--- src/rtl/pba_pkg.sv ---
package pba_pkg;
  localparam int VEC_W  = 11;          // vector numbers 0..2047
  localparam int OFF_W  = 16;          // byte offset width of the read view
  localparam int WORD_W = 64;          // flags per word
  localparam int BIT_W  = 6;           // log2(WORD_W)
  localparam int WI_W   = VEC_W - BIT_W;

  typedef enum logic {
    RD_HALF = 1'b0,
    RD_FULL = 1'b1
  } rd_size_e;

  function automatic int words_for(input int nvec);
    return nvec / WORD_W + 1;
  endfunction
endpackage

--- src/rtl/pba_store.sv ---
module pba_store
  import pba_pkg::*;
#(
  parameter int WORDS = 2
) (
  input  logic                    clk,
  input  logic                    rst,
  input  logic                    set_vld,
  input  logic [VEC_W-1:0]        set_vec,
  input  logic                    clr_vld,
  input  logic [VEC_W-1:0]        clr_vec,
  output logic [WORDS*WORD_W-1:0] pend_flat
);
  for (genvar g = 0; g < WORDS; g++) begin : g_word
    logic [WORD_W-1:0] word_q;
    logic              set_hit;
    logic              clr_hit;

    assign set_hit = set_vld && (set_vec[VEC_W-1:BIT_W] == WI_W'(g));
    assign clr_hit = clr_vld && (clr_vec[VEC_W-1:BIT_W] == WI_W'(g));

    always_ff @(posedge clk) begin
      if (rst) begin
        word_q <= '0;
      end else begin
        if (clr_hit) word_q[clr_vec[BIT_W-1:0]] <= 1'b0;
        // the later assignment wins: set has priority
        if (set_hit) word_q[set_vec[BIT_W-1:0]] <= 1'b1;
      end
    end

    assign pend_flat[g*WORD_W +: WORD_W] = word_q;
  end
endmodule

--- src/rtl/pba_query.sv ---
module pba_query
  import pba_pkg::*;
#(
  parameter int CAP = 128
) (
  input  logic [CAP-1:0]   pend_flat,
  input  logic [VEC_W-1:0] qry_vec,
  output logic             qry_pend
);
  localparam int IDX_W = $clog2(CAP);

  always_comb begin
    if (32'(qry_vec) < CAP) qry_pend = pend_flat[qry_vec[IDX_W-1:0]];
    else                    qry_pend = 1'b0;
  end
endmodule

--- src/rtl/pba_rdport.sv ---
module pba_rdport
  import pba_pkg::*;
#(
  parameter int WORDS = 2
) (
  input  logic                    clk,
  input  logic                    rst,
  input  logic                    rd_en,
  input  logic [OFF_W-1:0]        rd_off,
  input  logic                    rd_wide,
  input  logic [WORDS*WORD_W-1:0] pend_flat,
  output logic                    rd_vld,
  output logic [WORD_W-1:0]       rd_data
);
  logic [OFF_W-4:0]  widx;
  logic [2:0]        sub;
  logic [WORD_W-1:0] word_sel;
  logic [WORD_W-1:0] rd_next;
  rd_size_e          size;

  assign widx = rd_off[OFF_W-1:3];
  assign sub  = rd_off[2:0];
  assign size = rd_size_e'(rd_wide);

  always_comb begin
    word_sel = '0;
    for (int i = 0; i < WORDS; i++) begin
      if (32'(widx) == i) word_sel = pend_flat[i*WORD_W +: WORD_W];
    end
  end

  always_comb begin
    rd_next = '0;
    case (size)
      RD_FULL: if (sub == 3'd0) rd_next = word_sel;
      RD_HALF: begin
        if (sub == 3'd0)      rd_next = {32'h0, word_sel[31:0]};
        else if (sub == 3'd4) rd_next = {32'h0, word_sel[63:32]};
      end
      default: rd_next = '0;
    endcase
  end

  always_ff @(posedge clk) begin
    if (rst) begin
      rd_vld  <= 1'b0;
      rd_data <= '0;
    end else begin
      rd_vld <= rd_en;
      if (rd_en) rd_data <= rd_next;
    end
  end
endmodule

--- src/rtl/pend_bit_array.sv ---
module pend_bit_array
  import pba_pkg::*;
#(
  parameter int NUM_VEC = 100
) (
  input  logic              clk,
  input  logic              rst,
  input  logic              set_vld,
  input  logic [VEC_W-1:0]  set_vec,
  input  logic              clr_vld,
  input  logic [VEC_W-1:0]  clr_vec,
  input  logic [VEC_W-1:0]  qry_vec,
  output logic              qry_pend,
  input  logic              rd_en,
  input  logic [OFF_W-1:0]  rd_off,
  input  logic              rd_wide,
  output logic              rd_vld,
  output logic [WORD_W-1:0] rd_data,
  input  logic              wr_en,
  output logic              wr_err
);
  localparam int WORDS = words_for(NUM_VEC);
  localparam int CAP   = WORDS * WORD_W;

  logic [CAP-1:0] pend_flat;

  pba_store #(.WORDS(WORDS)) u_store (
    .clk       (clk),
    .rst       (rst),
    .set_vld   (set_vld),
    .set_vec   (set_vec),
    .clr_vld   (clr_vld),
    .clr_vec   (clr_vec),
    .pend_flat (pend_flat)
  );

  pba_query #(.CAP(CAP)) u_query (
    .pend_flat (pend_flat),
    .qry_vec   (qry_vec),
    .qry_pend  (qry_pend)
  );

  pba_rdport #(.WORDS(WORDS)) u_rd (
    .clk       (clk),
    .rst       (rst),
    .rd_en     (rd_en),
    .rd_off    (rd_off),
    .rd_wide   (rd_wide),
    .pend_flat (pend_flat),
    .rd_vld    (rd_vld),
    .rd_data   (rd_data)
  );

  // bus writes never reach the flags; they only raise the reject pulse
  always_ff @(posedge clk) begin
    if (rst) wr_err <= 1'b0;
    else     wr_err <= wr_en;
  end
endmodule

--- config.mk ---
export PLATFORM = sky130hd
export DESIGN_NAME = pend_bit_array
export DESIGN_NICKNAME = d
export VERILOG_FILES = /design/src/rtl/pba_pkg.sv /design/src/rtl/pba_store.sv /design/src/rtl/pba_query.sv /design/src/rtl/pba_rdport.sv /design/src/rtl/pend_bit_array.sv
export SDC_FILE = /design/constraint.sdc
export NUM_CORES = 1
export LEC_CHECK = 0
export BUFFER_PORTS_ARGS = -buffer_cell sky130_fd_sc_hd__buf_4
export CAP_MARGIN = 20
export CELL_PAD_IN_SITES_DETAIL_PLACEMENT = 0
export CELL_PAD_IN_SITES_GLOBAL_PLACEMENT = 1
export CORE_UTILIZATION = 43
export DETAILED_ROUTE_END_ITERATION = 8
export GPL_ROUTABILITY_DRIVEN = 0
export HOLD_SLACK_MARGIN = 0.06
export PLACE_DENSITY_LB_ADDON = 0.1
export SETUP_SLACK_MARGIN = 0.05
export SKIP_LAST_GASP = 1
export SLEW_MARGIN = 20
export SYNTH_ARGS = -nofsm -noshare
export SYNTH_HDL_FRONTEND = slang
export SYNTH_SLANG_ARGS = --single-unit
--- constraint.sdc ---
create_clock -name clk -period 2.5 [get_ports clk]
set_input_delay 0.125 -clock clk [delete_from_list [all_inputs] [get_ports clk]]
set_output_delay 0.125 -clock clk [all_outputs]
set_load 0.05 [all_outputs]
Word-level counts from Yosys, hierarchy flattened. Index checks and enable logic that the tools add are counted.

Reduce and logical (&&, ||, !) cells: 10. Bitwise operators: 6. Multiplexer cells: 19. Eq/ne operators: 4. $lt $le $gt $ge: 6.

Operator list (count): 64-bit 2-to-1 mux (10); 64-bit AND (2); 64-bit bitwise OR (2); 64-bit one-hot mux with 2 select lines (1); 64-bit inverter (1); 32-bit 2-to-1 mux (1); 6-bit by 7-bit less-than comparator with 1-bit output (second input constant) (2); 13-bit by 1-bit equality test with 1-bit output (second input constant) (1); 13-bit logical NOT (1); 1-bit demux with 6-bit select (2); 6-bit by 1-bit greater-or-equal comparator with 1-bit output (second input constant) (2); 11-bit by 8-bit less-than comparator with 1-bit output (second input constant) (1); 5-bit by 1-bit equality test with 1-bit output (second input constant) (2); 5-bit logical NOT (2); 7-bit by 8-bit less-than comparator with 1-bit output (second input constant) (1); 1-bit binary-select mux with 7-bit select (1); 1-bit logical AND (6); 1-bit 2-to-1 mux (4); 3-bit equality test (second input constant) (1); 3-bit logical NOT (1); 1-bit inverter (1).

Word-level logic and storage cells: 50. Bits of input ports: 56. Bits in registers: 194. Output and inout port bits: 67.

Longest topological paths before layout. Gate-level depths: netlist of run 1.

Depth after elaboration: 10. Depth in mapped cells: 10. Mapped depth without buffers: 6.

By module. From an unflattened synthesis of run 1, not the netlist that was laid out.

Cell total of the unflattened synthesis: 1071. Area, all modules: 9850.7 µm².

Modules (own cells, without submodules): pba_store (instances 1, cells an instance 639, sequential area each 2562.5 µm², area each 5480.3 µm²); pba_rdport (instances 1, cells an instance 300, sequential area each 1301.2 µm², area each 3101.7 µm²); pba_query (instances 1, cells an instance 130, sequential area each 0.0 µm², area each 1234.9 µm²); pend_bit_array (instances 1, cells an instance 2, sequential area each 20.0 µm², area each 33.8 µm²).

Worst setup path before layout of run 1. No wires, ideal clock.

Kind: input to output. Start point: input port qry_vec[0]. End point: output port qry_pend. Arrival time: 2092 ps. Stages on the path: 7. Required time: 2375 ps. Setup slack: 283 ps. Buffers on the path: 2. Cells stage by stage: buf_2 > buf_2 > mux4_2 > nand4b_1 > nand3_1 > or4_1 > nand3_1.

Word-level cells in the longest chain between the ends: 3. Elaborated cells between the ends (all ways): 4. Those cells by class: 1 x order compare; 3 x mux.

Ends and longest elaborated chain: start: declaration (line pend_bit_array.sv:12) `input logic [VEC_W-1:0] qry_vec,`; 1-bit binary-select mux with 7-bit select (line pba_query.sv:13) `if (32'(qry_vec) < CAP) qry_pend = pend_flat[qry_vec[IDX_W-1:0]];`; 1-bit 2-to-1 mux (implied by the code) (line pba_query.sv:13); 1-bit 2-to-1 mux * (line pba_query.sv:13); end: declaration (line pend_bit_array.sv:13) `output logic qry_pend,`.

Every way passes the cells marked *; elsewhere a longest branch is shown, timed or not. The select of a mux whose other input is x is not followed.

Worst setup path after layout of run 1.
Start point: register u_store.g_word[0].word_q[19]. End point: output port qry_pend.

Word-level cells in the longest chain between the ends: 3.

Ends and longest elaborated chain: start: declaration (line pba_store.sv:15) `logic [WORD_W-1:0] word_q;`; start signal: assignment (line pba_store.sv:24) `word_q <= '0;`; start signal: indexed assignment (line pba_store.sv:26) `if (clr_hit) word_q[clr_vec[BIT_W-1:0]] <= 1'b0;`; start signal: indexed assignment (line pba_store.sv:28) `if (set_hit) word_q[set_vec[BIT_W-1:0]] <= 1'b1;`; 1-bit binary-select mux with 7-bit select (line pba_query.sv:13); 1-bit 2-to-1 mux (implied by the code) (line pba_query.sv:13); 1-bit 2-to-1 mux (line pba_query.sv:13).

Every way passes these cells. The select of a mux whose other input is x is not followed.

==> results.md, run 1 <==
* Worst-path clk slew at 80 ps
* Fillers at 2040
* Vias in the first global route at 8191
* Setup Skew at 12.8 ps
* Seq cells post-synth at 194
* DR vias/cell at 5.90
* Final Net Count at 1272
* Starting density of the core at 0.442
* First-pass iteration count of the detailed router at 6
* Clk buf depth at 2
* Reg2reg setup slack at 1180 ps
* Final setup vio count at 1
* Worst slew margin at 0.423
* Final min period at 2530 ps
* Port Buffer Count at 122
* Top post-synthesis cells by area: dfxtp_1 42%, a21oi_1 8.8%, mux2i_1 7.3%
* Drc violations at 0
* Worst hold slack at 92.7 ps
* Cell area after layout at 11300 um^2
* Buffer count from post-CTS setup fixing at 0
* Mapped Avg Cell Area at 8.38 um^2
* Mapped Cells at 1116
* Internal power at 4.61 mW
* Failing checks: setup timing
* Yosys Warn Count at 0
* First-pass GRT wire length at 49800 um
* Slew at the pin with the worst max-slew slack at 866 ps
* DP Cell Count at 1469
* Leak at 4.06 nW
* Yosys top cell area share at 0.415
* Final hold vios at 0
* Maximum vdd drop at 0.000481 V
* Asr flop ratio synth at 0
* CORE AREA at 21200 um^2
* Sw Share at 0.274
* CP Class: flip-flop to output pin
* Vias at 8868
* Top FF cell, synth: dfxtp_1
* CP max-delay cell: or4_4
* First DRT Iteration DRCs at 856
* CTS buffer count at 17
* Worst Slack Setup Final at -25.9 ps
* Comb pwr share at 0.067
* Power per standard cell area at 564 nW/um^2
* Worst hold path class: input port to flip-flop
* Max-slew violations at 0
* CTS H-tree depth at 4
* DP Wirelength at 23900 um
* Die width at 149 um
* Root Driver: clkbuf_16
* Placed Area at 10600 um^2
* Flop pwr share at 0.487
* Post-place setup slack at 241 ps
* CP arrival at 2400 ps
* IO Count at 123
* Antenna viol nets, final at 0
* Largest stage delay on the critical path at 510 ps
* # rows at 53
* Worst Hold Launch: rd_off[2]
* Post-synth top area cell: dfxtp_1
* Worst hold stages at 4
* ANT cells at 0
* Reg2reg start: u_store.g_word[0].word_q[0]$_SDFF_PP0_
* Synth unique cells at 44
* Max-cap viol count at 0
* Routed WL at 33500 um
* Switch Pwr at 1.74 mW
* RSZ-0062 raised after global routing: true
* Largest net degree at the start of global routing at 170
* Initial antenna violation count at 0
* Worst Hold Path EP: u_rd.rd_data[32]$_SDFFE_PP0P_
* Crit path required time at 2380 ps
* Startpoint class of the critical path: flip-flop
* Reg2reg end: u_rd.rd_data[0]$_SDFFE_PP0P_
* Clk network pwr share at 0.446
* Crit-path max FO at 3
* Register-to-Register Path Depth at 4
* Fraction of layout cells with a size suffix above 1 at 0.214
* Crit path cell chain: mux2i_1, mux4_2, a22oi_2, nand3_1, or4_4, nand3_4, buf_8
* Non-filler cells, final at 1504
* Die area at 22300 um^2
* Power Total at 6.35 mW
* Mapped Area at 9350 um^2
* Post-Syn Nets at 1172
* Status: finished, violations left
* Final TNS setup at -25.9 ps
* GRT Total Usage at 0.301
* Fmax at 396 MHz
* Fin crit share at 1.01
* Post-synth EDFFs at 0
* Post-layout util at 0.532
* CTS tree: built
* Total grt overflow at 0
* Seq/Total Area, Yosys at 0.415
* Die height at 149 um
* Worst-Skew Late Latency at 450 ps
* Crit end category: output pin
* Routed length per instance at 22.3 um
* Area Growth Syn to Fin at 20.4%
* Clock sink total at 194
-- what timing repair did --
| item | in CTS | in global routing |
|---|---|---|
| hold buffers | 3 | 0 |
| hold endpoints to repair | 25 | 0 |
| endpoints found under the setup margin | 1 | 1 |
| resized for setup | 15 | 4 |
-- cell usage in the layout, fill, tap and decap left out, types with 2 or more instances in the layout --
master | Yosys | routed
nand2_1 | 157 | 157
a211oi_1 | 3 | 3
nand2b_1 | 2 | 2
nand4b_1 | 4 | 4
nor4b_1 | 2 | 2
nor3_1 | 9 | 9
or3_1 | 3 | 3
a21oi_1 | 164 | 164
nor2b_1 | 72 | 72
mux2_2 | 39 | 39
buf_4 | 3 | 155
nor3b_1 | 8 | 7
mux4_2 | 14 | 14
clkbuf_16 | 0 | 17
nor4_1 | 4 | 4
inv_1 | 34 | 34
nand4_1 | 5 | 5
mux2i_1 | 68 | 68
o32a_1 | 2 | 2
inv_8 | 0 | 3
clkinv_8 | 0 | 6
dlygate4sd3_1 | 0 | 3
nor2_1 | 23 | 22
o21ai_0 | 128 | 128
inv_6 | 0 | 3
o22ai_1 | 61 | 61
a22oi_1 | 10 | 10
or3b_1 | 2 | 2
dfxtp_2 | 0 | 14
o31ai_1 | 2 | 2
dfxtp_1 | 194 | 180
nand3b_1 | 3 | 3
nand3_1 | 9 | 8
-- routing by layer --
layer,share of wire,GRT usage
met5,0,0
met1,0.43,0.398
met2,0.48,0.500
met4,0.029,0.101
met3,0.059,0.0463
-- critical path: cells and delay by family (launching register included) --
family / cells / cell delay [ps]
flops: 1 / 380
buf+inv: 1 / 150
compound gates: 1 / 140
mux: 2 / 590
simple gates: 3 / 690
-- how the worst max path moves through the flow --
stage | start | endpoint | slack (ps) | cells past startpoint
6_report | u_store.g_word[0].word_q[19]$_SDFF_PP0_ | qry_pend | -30 | 7
5_1_grt | u_store.g_word[0].word_q[38]$_SDFF_PP0_ | qry_pend | -70 | 7
4_1_cts | u_store.g_word[0].word_q[39]$_SDFF_PP0_ | qry_pend | -10 | 7
3_5_place_dp | qry_vec[1] | qry_pend | 240 | 8
3_3_place_gp | qry_vec[1] | qry_pend | 250 | 8
2_1_floorplan | qry_vec[0] | qry_pend | 280 | 7
-- sequential cells by signal, indices dropped and copies added, names as in the netlist --
| signal | flops |
|---|---|
| u_store.g_word.word_q | 128 |
| u_rd.rd_data | 64 |
| u_rd.rd_vld | 1 |
| wr_err | 1 |
-- synth_stat cells (all sizes together), types with 2 or more instances --
library cell,count
dfxtp,194
a21oi,164
nand2,157
o21ai,128
nor2b,72
mux2i,68
clkbuf,64
o22ai,61
mux2,39
inv,34
nor2,23
buf,16
mux4,15
a22oi,11
nor3,10
nand3,9
nor3b,8
nand4,5
nand4b,4
nor4,4
a211oi,3
nand3b,3
or3,3
nand2b,2
nor4b,2
o31ai,2
o32a,2
or3b,2
or4,2
-- cells by family (layout without fill, tap and decap cells) --
| family | Yosys count | after routing | synth area share |
|---|---|---|---|
| flip-flops | 194 | 194 | 0.415 |
| AND/OR/NAND/NOR | 312 | 312 | 0.164 |
| buffers and inverters | 114 | 227 | 0.0494 |
| multiplexers | 122 | 122 | 0.156 |
| AO/OA/AOI/OAI | 374 | 374 | 0.215 |
-- power by group through the flow --
stage	registers [mW]	clock network [mW]	logic [mW]
3_3_place_gp	3.16	0	0.416
6_report	3.09	2.83	0.426
5_1_grt	3.09	2.96	0.450
3_5_place_dp	3.16	0	0.416
2_1_floorplan	3.17	0	0.246
4_1_cts	3.09	2.86	0.421
-- cell type report --
cell class / count / area (um^2) / share of cell area
Timing Repair Buffer: 161 / 1240 / 0.110
Tap cell: 275 / 344 / 0.0306
Clock buffer: 17 / 425 / 0.0378
Multi-Input combinational cell: 808 / 5030 / 0.447
Inverter: 34 / 128 / 0.0113
Sequential cell: 194 / 3900 / 0.347
Clock inverter: 15 / 188 / 0.0167
No activity file was read; power rests on OpenSTA's default activity.
==> run 2, diff against run 1 <==
--- a/config.mk
+++ b/config.mk
@@ -5,11 +5,13 @@
 export SDC_FILE = /design/constraint.sdc
 export NUM_CORES = 1
 export LEC_CHECK = 0
+export ABC_AREA = 1
 export BUFFER_PORTS_ARGS = -buffer_cell sky130_fd_sc_hd__buf_4
 export CAP_MARGIN = 20
 export CELL_PAD_IN_SITES_DETAIL_PLACEMENT = 0
 export CELL_PAD_IN_SITES_GLOBAL_PLACEMENT = 1
-export CORE_UTILIZATION = 43
+export CORE_MARGIN = 2
+export CORE_UTILIZATION = 41
 export DETAILED_ROUTE_END_ITERATION = 8
 export GPL_ROUTABILITY_DRIVEN = 0
 export HOLD_SLACK_MARGIN = 0.06
==> results.md, run 2 <==
* Status: finished clean
* Worst-Skew Late Latency at 450 ps
* Vias in the first global route at 10080
* Biggest register: u_store.g_word.word_q
* Placed Area at 11400 um^2
* RSZ-0062 raised after global routing: false
* Worst-path clk slew at 90 ps
* Max-cap viol count at 0
* Routed length per instance at 21.4 um
* Final min period at 2150 ps
* Mapped Avg Cell Area at 6.43 um^2
* Fillers at 2560
* GRT Total Usage at 0.328
* Initial antenna violation count at 3
* Yosys Warn Count at 0
* First-pass GRT wire length at 64000 um
* First DRT Iteration DRCs at 1414
* CTS H-tree depth at 4
* Fin crit share at 0.860
* Top FF cell, synth: dfxtp_1
* Worst hold stages at 6
* Mapped Area at 10100 um^2
* Top Registers: u_store.g_word.word_q (128), u_rd.rd_data (64)
* Reg2reg start: u_store.g_word[1].word_q[18]$_SDFF_PP0_
* Worst Hold Path EP: u_rd.rd_data[1]$_SDFFE_PP0P_
* CTS buffer count at 17
* Register-to-Register Path Depth at 4
* Worst Hold Launch: rd_off[0]
* Worst hold path class: input port to flip-flop
* Total grt overflow at 0
* DP Cell Count at 1962
* Synth unique cells at 24
* Crit path required time at 2380 ps
* Top post-synthesis cells by area: dfxtp_1 38%, nand2_1 17%, o21ai_0 11%
* Die height at 161 um
* Commonest cells in the netlist: 456 x nand2_1, 223 x o21ai_0, 194 x dfxtp_1
* CORE AREA at 24300 um^2
* Simple-Gate Fraction of Synth Area at 0.309
* Die area at 26000 um^2
* Final TNS setup at 0 ps
* Area Growth Syn to Fin at 18.5%
* Post-Syn Nets at 1631
* Setup Skew at 13.6 ps
* Non-filler cells, final at 1998
* CP Class: flip-flop to output pin
* Vias at 11347
* CTS tree: built
* Root Driver: clkbuf_16
* Largest net degree at the start of global routing at 136
* Slew at the pin with the worst max-slew slack at 780 ps
* Antenna viol nets, final at 0
* Fraction of layout cells with a size suffix above 1 at 0.125
* Maximum vdd drop at 0.000391 V
* Cell area after layout at 12000 um^2
* Max-slew violations at 0
* Seq/Total Area, Yosys at 0.383
* Yosys top cell area share at 0.383
* Leak at 4.05 nW
* Most frequent cells in the layout: 456 x nand2_1, 223 x o21ai_0, 194 x dfxtp_1
* Final setup vio count at 0
* Power per standard cell area at 538 nW/um^2
* Die width at 161 um
* Starting density of the core at 0.416
* First-pass iteration count of the detailed router at 5
* Reg2reg setup slack at 1030 ps
* Worst slew margin at 0.474
* Post-synth EDFFs at 0
* Final Net Count at 1715
* Drc violations at 0
* Clk buf depth at 2
* Startpoint class of the critical path: flip-flop
* Port Buffer Count at 122
* Compound-Gate Fraction of Synth Area at 0.220
* DR vias/cell at 5.68
* Buffer count from post-CTS setup fixing at 0
* # rows at 57
* Post-synth top area cell: dfxtp_1
* Largest family of logic cells by synthesized area: simple AND/OR/NAND/NOR gates
* Crit end category: output pin
* Seq cells post-synth at 194
* Clock sink total at 194
* Top-count cell post-synth: nand2_1
* Crit-path max FO at 3
* Most common cell after layout, fill and taps aside: nand2_1
* CP arrival at 2030 ps
* Adder-cell area share of the yosys netlist at 0
* Reg2reg end: u_rd.rd_data[18]$_SDFFE_PP0P_
* Max reg flops at 128
* Asr flop ratio synth at 0
* Multiplexer share of the synthesized area at 0
* XOR/XNOR share of the synthesized area at 0
* Mapped Cells at 1575
* DP Wirelength at 28800 um
* Post-layout util at 0.493
* Final hold vios at 0
* IO Count at 123
* Routed WL at 42900 um
* Fmax at 465 MHz
-- run 2: cell types whose count changed after synthesis, sizes merged, moves of 54 or more --
cell	previous run	this run
nand2	157	456
mux2i	68	0
nand3	9	185
o22ai	61	7
inv	34	101
nor2	23	79
nor2b	72	0
o21ai	128	223
-- run 2: logic make-up (layout without fill, tap and decap cells) --
group | after synthesis | after routing
other | 0 | 2
DFF | 194 | 194
and+or+nand+nor | 748 | 748
AOI/OAI and AO/OA | 428 | 428
buffers and inverters | 205 | 302
-- run 2: worst max-delay path by stage --
stage | from | end | cells past startpoint
floorplan | qry_vec[0] | qry_pend | 14
global placement | rd_off[4] | u_rd.rd_data[18]$_SDFFE_PP0P_ | 9
detailed placement | rd_off[4] | u_rd.rd_data[18]$_SDFFE_PP0P_ | 9
CTS | u_store.g_word[0].word_q[52]$_SDFF_PP0_ | qry_pend | 11
global route | u_store.g_word[0].word_q[52]$_SDFF_PP0_ | qry_pend | 11
finish | u_store.g_word[0].word_q[54]$_SDFF_PP0_ | qry_pend | 11
-- run 2: worst max-delay path, stage by stage (launching register included) --
cell	delay, ps
dfxtp_1	520
nand2_1	100
nand3_1	80
nand3_1	90
nand3_1	90
nand2_1	80
nand2_1	60
nand3_1	70
nand2_1	110
nor2_1	50
nor2_1	110
buf_4	210
-- run 2: timing repair --
action	CTS	global route
resized for setup	0	0
hold buffers	2	0
setup endpoints to repair	0	0
endpoints found under the hold margin	3	0
-- run 2: final cells by class --
cell class / instances / area, um^2 / area share
Tap cell: 324 / 405 / 0.0338
Timing Repair Buffer: 168 / 1350 / 0.112
Clock buffer: 18 / 439 / 0.0366
Sequential cell: 194 / 3880 / 0.324
Multi-Input combinational cell: 1176 / 5380 / 0.448
Clock inverter: 14 / 156 / 0.0130
Inverter: 102 / 383 / 0.0319
Antenna cell: 2 / 5.00 / 0.000417
-- run 2: stage by stage --
stage / hold WS, ps / setup slack (ps) / total power [mW]
CTS: 79.7 / 379 / 6.47
detailed placement: 343 / 558 / 3.70
floorplan: 232 / 522 / 3.44
global placement: 326 / 553 / 3.70
global route: 119 / 268 / 6.64
finish: 88.1 / 349 / 6.45
-- run 2: metal layers --
layer | routed length [um] | track usage | vias to the layer above
li1 | - | - | 5404
met1 | 18400 | 0.467 | 5211
met2 | 18600 | 0.487 | 654
met3 | 4450 | 0.0727 | 74
met4 | 1370 | 0.119 | 4
met5 | 27 | 0 | -
-- run 2: where the power goes --
group | switching (mW) | internal, mW
registers | 0.00206 | 3.09
clock network | 1.43 | 1.38
logic | 0.393 | 0.158
total | 1.83 | 4.63
==> run 3, diff against run 2 <==
--- a/config.mk
+++ b/config.mk
@@ -8,10 +8,10 @@
 export ABC_AREA = 1
 export BUFFER_PORTS_ARGS = -buffer_cell sky130_fd_sc_hd__buf_4
 export CAP_MARGIN = 20
-export CELL_PAD_IN_SITES_DETAIL_PLACEMENT = 0
-export CELL_PAD_IN_SITES_GLOBAL_PLACEMENT = 1
+export CELL_PAD_IN_SITES_DETAIL_PLACEMENT = 1
+export CELL_PAD_IN_SITES_GLOBAL_PLACEMENT = 2
 export CORE_MARGIN = 2
-export CORE_UTILIZATION = 41
+export CORE_UTILIZATION = 32
 export DETAILED_ROUTE_END_ITERATION = 8
 export GPL_ROUTABILITY_DRIVEN = 0
 export HOLD_SLACK_MARGIN = 0.06
==> results.md, run 3 (same netlist as run 2, synthesis figures left out) <==
* CTS H-tree depth at 4
* Fillers at 4080
* GRT Total Usage at 0.283
* Area Growth Syn to Fin at 21.0%
* Clock sink total at 194
* First DRT Iteration DRCs at 796
* Fraction of layout cells with a size suffix above 1 at 0.131
* Worst hold slack at 80.1 ps
* Met2 usage at 0.438
* Final Net Count at 1731
* Die area at 33100 um^2
* Fmax at 457 MHz
* Max reg flops at 128
* Setup Skew at 14.2 ps
* CTS tree: built
* Top Registers: u_store.g_word.word_q (128), u_rd.rd_data (64)
* DR vias/cell at 5.40
* M3 GR Usage at 0.0525
* Clk buf depth at 2
* Worst-Skew Late Latency at 460 ps
* CP Class: flip-flop to output pin
* Slew at the pin with the worst max-slew slack at 941 ps
* Post-place setup slack at 529 ps
* Leak at 4.15 nW
* Fin crit share at 0.875
* RSZ-0062 raised after global routing: false
* Initial antenna violation count at 0
* Max-slew violations at 0
* Final hold vios at 0
* Top Usage Layer GRT: met2
* Crit end category: output pin
* Buffer count from post-CTS setup fixing at 0
* Final TNS setup at 0 ps
* Total grt overflow at 0
* Worst-path clk slew at 70 ps
* Worst Slack Setup Final at 312 ps
* Power Total at 6.70 mW
* CORE AREA at 31400 um^2
* Final setup vio count at 0
* Power per standard cell area at 547 nW/um^2
* Starting density of the core at 0.323
* Max-cap viol count at 0
* IO Count at 123
* CTS buffer count at 17
* Crit path required time at 2380 ps
* CP arrival at 2060 ps
* Root Driver: clkbuf_16
* Biggest register: u_store.g_word.word_q
* Port Buffer Count at 122
* Crit-path max FO at 3
* First-pass GRT wire length at 70300 um
* Most common cell after layout, fill and taps aside: nand2_1
* Vias at 11280
* Worst slew margin at 0.373
* Vias in the first global route at 11219
* Maximum vdd drop at 0.000499 V
* Largest net degree at the start of global routing at 195
* Most frequent cells in the layout: 456 x nand2_1, 223 x o21ai_0, 194 x dfxtp_1
* Die height at 182 um
* Final min period at 2190 ps
* ANT cells at 0
* Routed WL at 46600 um
* Die width at 182 um
* Antenna viol nets, final at 0
* Drc violations at 0
* # rows at 65
* Worst hold path class: input port to flip-flop
* Met1 Use GR at 0.396
* First-pass iteration count of the detailed router at 5
* Status: finished clean
* Startpoint class of the critical path: flip-flop
* Routed length per instance at 22.3 um
* DP Wirelength at 31000 um
==> run 3: final timing paths <==
path	start	end	slack, ps	cells after the start
setup / recovery	u_store.g_word[1].word_q[10]$_SDFF_PP0_	qry_pend	310	11
setup reg to reg	u_store.g_word[1].word_q[33]$_SDFF_PP0_	u_rd.rd_data[1]$_SDFFE_PP0P_	1110	6
hold reg to reg	u_rd.rd_data[63]$_SDFFE_PP0P_	u_rd.rd_data[63]$_SDFFE_PP0P_	470	2
hold / removal	rd_off[0]	u_rd.rd_data[1]$_SDFFE_PP0P_	80	6
==> run 3: what timing repair did <==
action	CTS	global route
hold buffers	3	0
gates resized for setup	0	0
endpoints found under the hold margin	4	0
==> run 3: stage by stage <==
stage,instances,instance area [um^2],util
after floorplan,1575,10100,-
after global placement,2055,11600,0.369
after detailed placement,2055,11600,0.369
after CTS,2090,12300,0.390
after global routing,2090,12300,0.390
final,2090,12300,0.390
==> run 3: per-layer routing <==
layer / part of all wire / routed length, um / vias up
li1: - / - / 5437
met1: 0.48 / 22300 / 5445
met2: 0.43 / 20000 / 335
met3: 0.059 / 2730 / 63
met4: 0.031 / 1460 / 0
met5: 0 / 0 / -
==> run 3: power by group <==
part | switching (mW) | internal [mW]
registers | 0.00196 | 3.09
logic | 0.401 | 0.162
clock network | 1.35 | 1.70
==> run 3: area by class of cell <==
cell class	count	area (um^2)	area share
Clock buffer	19	433	0.0353
Sequential cell	194	3880	0.317
Tap cell	402	503	0.0411
Multi-Input combinational cell	1176	5380	0.439
Inverter	102	383	0.0312
Clock inverter	13	194	0.0158
Timing Repair Buffer	184	1480	0.121
==> run 3: critical path, cell delays in order (launching register included) <==
cell	delay (ps)
dfxtp_1	400
nand2_1	90
nand3_1	90
nand3_1	90
nand3_1	100
nand2_1	80
nand2_1	70
nand3_1	70
nand3_1	80
nand2_1	50
nor2_1	240
buf_4	260
